$ cat config.mk
export PLATFORM = sky130hd
export DESIGN_NAME = paged_pc_gen
export DESIGN_NICKNAME = d
export VERILOG_FILES = /design/src/rtl/pcg_pkg.sv /design/src/rtl/pcg_op_sel.sv /design/src/rtl/pcg_page_latch.sv /design/src/rtl/pcg_ret_stack.sv /design/src/rtl/paged_pc_gen.sv
export SDC_FILE = /design/constraint.sdc
export NUM_CORES = 1
export LEC_CHECK = 0
export BUFFER_PORTS_ARGS = -buffer_cell sky130_fd_sc_hd__buf_2
export CORE_ASPECT_RATIO = 1.4
export CORE_UTILIZATION = 55
export DETAILED_ROUTE_END_ITERATION = 8
export HOLD_SLACK_MARGIN = 0.08
export PLACE_DENSITY_LB_ADDON = 0.2
export SLEW_MARGIN = 5
export SYNTH_ARGS = -nofsm -noshare
export SYNTH_HDL_FRONTEND = slang
export SYNTH_SLANG_ARGS = --single-unit
$ cat constraint.sdc
create_clock -name clk -period 8.14 [get_ports clk]
set_clock_uncertainty 0.15 [all_clocks]
set_input_delay 0.814 -clock clk [delete_from_list [all_inputs] [get_ports clk]]
set_output_delay 0.814 -clock clk [all_outputs]
set_load 0.02 [all_outputs]
$ cat src/rtl/pcg_pkg.sv
package pcg_pkg;

   // Winning action for one cycle, decided by fixed priority
   typedef enum logic [2:0] {
      PC_HOLD = 3'd0,
      PC_STEP = 3'd1,
      PC_JUMP = 3'd2,
      PC_CALL = 3'd3,
      PC_RET  = 3'd4,
      PC_IRQ  = 3'd5
   } pc_op_e;

endpackage

$ cat src/rtl/pcg_op_sel.sv
module pcg_op_sel
   import pcg_pkg::*;
(
   input  logic   step_i,
   input  logic   jump_i,
   input  logic   call_i,
   input  logic   ret_i,
   input  logic   irq_i,
   output pc_op_e op_o
);

   always_comb begin
      if (irq_i)       op_o = PC_IRQ;
      else if (ret_i)  op_o = PC_RET;
      else if (call_i) op_o = PC_CALL;
      else if (jump_i) op_o = PC_JUMP;
      else if (step_i) op_o = PC_STEP;
      else             op_o = PC_HOLD;
   end

endmodule

$ cat src/rtl/pcg_page_latch.sv
module pcg_page_latch #(
   parameter int LATCH_W   = 8,
   parameter int PAGE_LSB  = 3,
   parameter int PAGE_BITS = 2,
   parameter int USED_BITS = 2
) (
   input  logic                 clk,
   input  logic                 rst_n,
   input  logic                 we_i,
   input  logic [LATCH_W-1:0]   wd_i,
   output logic [PAGE_BITS-1:0] page_o
);

   if (PAGE_LSB + PAGE_BITS > LATCH_W) begin : g_bad_field
      $error("page field does not fit in the page register");
   end
   if (USED_BITS > PAGE_BITS || USED_BITS < 0) begin : g_bad_used
      $error("used page bits out of range");
   end

   logic [PAGE_BITS-1:0] field_q;

   always_ff @(posedge clk) begin
      if (!rst_n) begin
         field_q <= '0;
      end else if (we_i) begin
         field_q <= wd_i[PAGE_LSB +: PAGE_BITS];
      end
   end

   // Bits above the configured count are tied low
   for (genvar b = 0; b < PAGE_BITS; b++) begin : g_bit
      if (b < USED_BITS) begin : g_used
         assign page_o[b] = field_q[b];
      end else begin : g_unused
         assign page_o[b] = 1'b0;
      end
   end

endmodule

$ cat src/rtl/pcg_ret_stack.sv
module pcg_ret_stack #(
   parameter int W     = 13,
   parameter int DEPTH = 8
) (
   input  logic                         clk,
   input  logic                         rst_n,
   input  logic                         push_i,
   input  logic                         pop_i,
   input  logic [W-1:0]                 din_i,
   output logic [W-1:0]                 top_o,
   output logic [$clog2(DEPTH+1)-1:0]   cnt_o,
   output logic                         empty_o,
   output logic                         full_o,
   output logic                         ovf_o,
   output logic                         unf_o
);

   localparam int PTR_W = (DEPTH > 1) ? $clog2(DEPTH) : 1;
   localparam int CNT_W = $clog2(DEPTH + 1);
   localparam logic [PTR_W-1:0] LAST    = PTR_W'(DEPTH - 1);
   localparam logic [CNT_W-1:0] CNT_MAX = CNT_W'(DEPTH);

   if (DEPTH < 2) begin : g_bad_depth
      $error("stack depth must be at least 2");
   end

   logic [W-1:0]     slot_q [DEPTH];
   logic [PTR_W-1:0] wptr_q;
   logic [PTR_W-1:0] wptr_nx;
   logic [PTR_W-1:0] wptr_pv;
   logic [CNT_W-1:0] cnt_q;
   logic             ovf_q;
   logic             unf_q;
   logic             is_empty;
   logic             is_full;

   // Pointer arithmetic: free wrap for powers of two, compare otherwise
   if ((1 << PTR_W) == DEPTH) begin : g_pow2
      assign wptr_nx = wptr_q + 1'b1;
      assign wptr_pv = wptr_q - 1'b1;
   end else begin : g_mod
      assign wptr_nx = (wptr_q == LAST) ? '0 : wptr_q + 1'b1;
      assign wptr_pv = (wptr_q == '0) ? LAST : wptr_q - 1'b1;
   end

   assign is_empty = (cnt_q == '0);
   assign is_full  = (cnt_q == CNT_MAX);

   always_ff @(posedge clk) begin
      if (push_i) begin
         slot_q[wptr_q] <= din_i;
      end
   end

   always_ff @(posedge clk) begin
      if (!rst_n) begin
         wptr_q <= '0;
         cnt_q  <= '0;
         ovf_q  <= 1'b0;
         unf_q  <= 1'b0;
      end else begin
         ovf_q <= push_i && is_full;
         unf_q <= pop_i && !push_i && is_empty;
         if (push_i) begin
            wptr_q <= wptr_nx;
            if (!is_full) begin
               cnt_q <= cnt_q + 1'b1;
            end
         end else if (pop_i && !is_empty) begin
            wptr_q <= wptr_pv;
            cnt_q  <= cnt_q - 1'b1;
         end
      end
   end

   assign top_o   = slot_q[wptr_pv];
   assign cnt_o   = cnt_q;
   assign empty_o = is_empty;
   assign full_o  = is_full;
   assign ovf_o   = ovf_q;
   assign unf_o   = unf_q;

endmodule

$ cat src/rtl/paged_pc_gen.sv
module paged_pc_gen
   import pcg_pkg::*;
#(
   parameter int PC_W           = 13,
   parameter int OPC_W          = 11,
   parameter int LATCH_W        = 8,
   parameter int PAGE_LSB       = 3,
   parameter int USED_PAGE_BITS = 2,
   parameter int STK_DEPTH      = 8,
   parameter int IRQ_VEC        = 4
) (
   input  logic                              clk,
   input  logic                              rst_n,
   input  logic                              step_i,
   input  logic                              jump_i,
   input  logic                              call_i,
   input  logic                              ret_i,
   input  logic                              irq_i,
   input  logic [OPC_W-1:0]                  tgt_i,
   input  logic                              lat_we_i,
   input  logic [LATCH_W-1:0]                lat_wd_i,
   output logic [PC_W-1:0]                   pc_o,
   output logic [PC_W-OPC_W-1:0]             page_o,
   output logic [$clog2(STK_DEPTH+1)-1:0]    depth_o,
   output logic                              empty_o,
   output logic                              full_o,
   output logic                              ovf_o,
   output logic                              unf_o
);

   localparam int PAGE_BITS = PC_W - OPC_W;
   localparam logic [PC_W-1:0] VEC = PC_W'(IRQ_VEC);

   if (PC_W <= OPC_W) begin : g_bad_width
      $error("counter must be wider than the opcode field");
   end
   if (IRQ_VEC < 0 || IRQ_VEC >= (1 << PC_W)) begin : g_bad_vec
      $error("interrupt vector outside program space");
   end

   pc_op_e               op;
   logic [PAGE_BITS-1:0] page;
   logic [PC_W-1:0]      pc_q;
   logic [PC_W-1:0]      pc_nx;
   logic [PC_W-1:0]      pc_inc;
   logic [PC_W-1:0]      tgt_full;
   logic [PC_W-1:0]      push_val;
   logic [PC_W-1:0]      stk_top;
   logic                 push;
   logic                 pop;
   logic                 stk_empty;

   pcg_op_sel u_sel (
      .step_i (step_i),
      .jump_i (jump_i),
      .call_i (call_i),
      .ret_i  (ret_i),
      .irq_i  (irq_i),
      .op_o   (op)
   );

   pcg_page_latch #(
      .LATCH_W   (LATCH_W),
      .PAGE_LSB  (PAGE_LSB),
      .PAGE_BITS (PAGE_BITS),
      .USED_BITS (USED_PAGE_BITS)
   ) u_latch (
      .clk    (clk),
      .rst_n  (rst_n),
      .we_i   (lat_we_i),
      .wd_i   (lat_wd_i),
      .page_o (page)
   );

   assign pc_inc   = pc_q + 1'b1;
   assign tgt_full = {page, tgt_i};
   assign push     = (op == PC_CALL) || (op == PC_IRQ);
   assign pop      = (op == PC_RET);
   assign push_val = (op == PC_IRQ) ? pc_q : pc_inc;

   pcg_ret_stack #(
      .W     (PC_W),
      .DEPTH (STK_DEPTH)
   ) u_stack (
      .clk     (clk),
      .rst_n   (rst_n),
      .push_i  (push),
      .pop_i   (pop),
      .din_i   (push_val),
      .top_o   (stk_top),
      .cnt_o   (depth_o),
      .empty_o (stk_empty),
      .full_o  (full_o),
      .ovf_o   (ovf_o),
      .unf_o   (unf_o)
   );

   always_comb begin
      unique case (op)
         PC_IRQ:  pc_nx = VEC;
         PC_RET:  pc_nx = stk_empty ? pc_inc : stk_top;
         PC_CALL: pc_nx = tgt_full;
         PC_JUMP: pc_nx = tgt_full;
         PC_STEP: pc_nx = pc_inc;
         default: pc_nx = pc_q;
      endcase
   end

   always_ff @(posedge clk) begin
      if (!rst_n) begin
         pc_q <= '0;
      end else begin
         pc_q <= pc_nx;
      end
   end

   assign pc_o    = pc_q;
   assign page_o  = page;
   assign empty_o = stk_empty;

endmodule

==> reports/metrics.yaml <==
run_status:
  outcome: "completed"
die:
  die_w_um: 87.45
  die_area_um2: 10640
  rows: 43
  initial_core_util_pct: 56.79
  coreArea_um2: 9899
  io_pins: 50
  die_h_um: 121.6
cts:
  ctsHtreeMaxLevel: 4
  post_cts_resized: 0
  clk_pin_slew_ns: 0.06
  hold_buffers: 0
  clock_sinks: 128
  clock-root-buffer: "clkbuf_16"
  cts_inserted_buffers: 17
  insertion_delay_ns: 0.41
  cts_tree: "yes"
  cts_buffer_depth: 2
  cts_setup_buffers: 0
global_route:
  grt_pass1_wl_um: 19610
  grt_max_degree: 33
  overflow: 0
  track_usage_pct: 26.67
  antenna_found_initial: 0
  first_global_vias: 3496
logic_synthesis:
  synth_enable_flop_cells: 104
  synth.ff_latch_count: 128
  synth.distinct_cells: 53
  syn-num-nets: 413
  avgSynthCellArea_um2: 14.79
  yosysWarnings: 0
  syn_inst: 380
  synthArstFlopShare_pct: 0
  synth_flop_cell: "edfxtp_1"
  synth-seq-area-share_pct: 64.10
  syn_area_um2: 5622
detailed_routing:
  routedWlPerCell_um: 22.19
  drcViolationCount: 0
  vias_per_cell: 6.135
  drt-initial-drc-count: 466
  vias: 3540
  wirelength_um: 12800
  dr.pass1.iters: 8
  ant_nets: 0
place:
  hpwl_um: 7792
  port_buffers: 43
  gp_congestion: 0.8171
pwr:
  power.total_mw: 2.079
  power_leakage_nw: 2.363
  power.density_nw_per_um2: 314.7
  irDropWorstVdd_v: 0.0001815
finish:
  antenna_cells: 0
  nets: 462
  area_delta_synth_final_pct: 17.52
  drive_gt1_share_pct: 29.86
critical_path:
  crit_path_start: "u_stack.wptr_q[0]"
  rr_startpoint: "u_stack.wptr_q[0]"
  worstPathArrival_ns: 3.22
  required_ns: 8.24
  r2r_slack_ns: 5.02
  crit_fanout: 32
  crit_type: "reg -> reg"
  start_kind: "flip-flop"
  end_kind: "flip-flop"
sta:
  max_slew_margin_pct: 21.89
  fmax_mhz: 320.0
  tightest_slew_ns: 1.167
  timing.setup.tns_ns: 0
  hold_viol_final: 0
  setup_viol: 0
  fin_crit_ns: 3.125
  rsz0062_at_grt: "false"
  post-route-period-util_pct: 38.39
  slew_viol_final: 0
worst_hold_path:
  worstHoldStart: "u_latch.page_o[0]"
  hold_path.class: "reg -> reg"
job:
  maxCapViolations: 0
-- state kept, by name, summed over array words and instances, names as in the netlist --
register,flops
u_stack.wptr_q,3
u_stack.slot_q,104
u_stack.ovf_o,1
u_stack.cnt_o,4
pc_o,13
u_latch.page_o,2
u_stack.unf_o,1
-- cell usage in the layout, fill, tap and decap left out, drive strengths merged, types with 8 or more instances in the layout --
cell type / instances
nor2: 23
buf: 51
clkbuf: 17
a21oi: 19
xor2: 13
edfxtp: 104
mux4: 26
xnor2: 15
nand3: 8
inv: 12
nor3: 13
dfxtp: 24
nand2: 43
-- cells in the mapped netlist, types with 2 or more instances --
| cell type | number | area [µm²] |
|---|---|---|
| nand4_1 | 4 | 25.02 |
| nand2_1 | 42 | 157.7 |
| xnor2_1 | 14 | 122.6 |
| clkbuf_1 | 3 | 11.26 |
| buf_4 | 5 | 37.54 |
| nor4_1 | 5 | 31.28 |
| inv_1 | 9 | 33.78 |
| a22oi_1 | 3 | 22.52 |
| nor2_1 | 22 | 82.58 |
| mux4_2 | 26 | 585.6 |
| a21oi_1 | 18 | 90.09 |
| dfxtp_1 | 24 | 480.5 |
| and3_1 | 2 | 12.51 |
| mux2i_1 | 3 | 30.03 |
| xor2_1 | 12 | 105.1 |
| a221oi_1 | 4 | 35.03 |
| ha_1 | 5 | 62.56 |
| a222oi_1 | 6 | 60.06 |
| nor3_1 | 13 | 65.06 |
| buf_2 | 10 | 50.05 |
| edfxtp_1 | 104 | 3123 |
| nor3b_1 | 2 | 15.01 |
| a31oi_1 | 6 | 37.54 |
| a21o_2 | 2 | 17.52 |
| nand3_1 | 8 | 40.04 |
-- metrics by stage --
step / setup slack (ns) / instance area, µm² / hold slack (ns) / util, % / std cells
2_1_floorplan: 4.891 / 5622 / 0.4309 / - / 380
3_3_place_gp: 5.068 / 5973 / 0.3855 / 60.34 / 545
3_5_place_dp: 5.020 / 5973 / 0.3842 / 60.34 / 545
4_1_cts: 4.974 / 6606 / 0.3951 / 66.73 / 577
5_1_grt: 4.796 / 6606 / 0.4242 / 66.73 / 577
6_report: 5.015 / 6606 / 0.3951 / 66.73 / 577
-- worst paths after layout --
path	depth (start not counted)	end
worst max-delay path	9	pc_o[2]
worst min register to register	2	u_latch.page_o[0]
worst min-delay path	2	u_latch.page_o[0]
worst max register to register	9	pc_o[2]
-- logic make-up (layout without fill, tap and decap cells) --
kind of cell	after synthesis	count (layout)	share of synthesized area, %
AOI/OAI and AO/OA	49	49	6.188
xor gates and xnor gates	28	28	4.830
adders and majority gates	6	6	1.469
buffers and inverters	31	93	2.938
DFF	128	128	64.10
muxes	30	30	11.15
and+or+nand+nor	108	108	9.326
-- final cells by class --
cell class                      instances  area [µm²]
Clock buffer                           17       425.4
Clock inverter                         15       207.7
Fill cell                             738        3293
Inverter                               10       37.54
Multi-Input combinational cell        221        1887
Sequential cell                       128        3605
Tap cell                              135       168.9
Timing Repair Buffer                   51       275.3
-- routing by layer --
layer  part of all wire [%]  vias up  global-route usage, %
li1                       -     1563                      -
met1                     38     1743                  32.25
met2                     51      195                  44.82
met3                    7.4       39                  6.843
met4                    3.5        0                  11.89
met5                      0        -                      0
-- critical path, stage by stage (launching register included) --
cell,delay (ns)
dfxtp_2,0.31
buf_4,0.50
inv_1,0.20
ha_1,0.43
buf_4,0.39
mux4_2,0.38
nand2_2,0.09
a21oi_2,0.06
nor4_1,0.34
a2111oi_2,0.09
-- where the power goes --
group | switching, mW | internal, mW
sequential | 0.0529 | 0.796
combinational | 0.255 | 0.169
clock | 0.290 | 0.515
No activity file was read; power rests on OpenSTA's default activity.
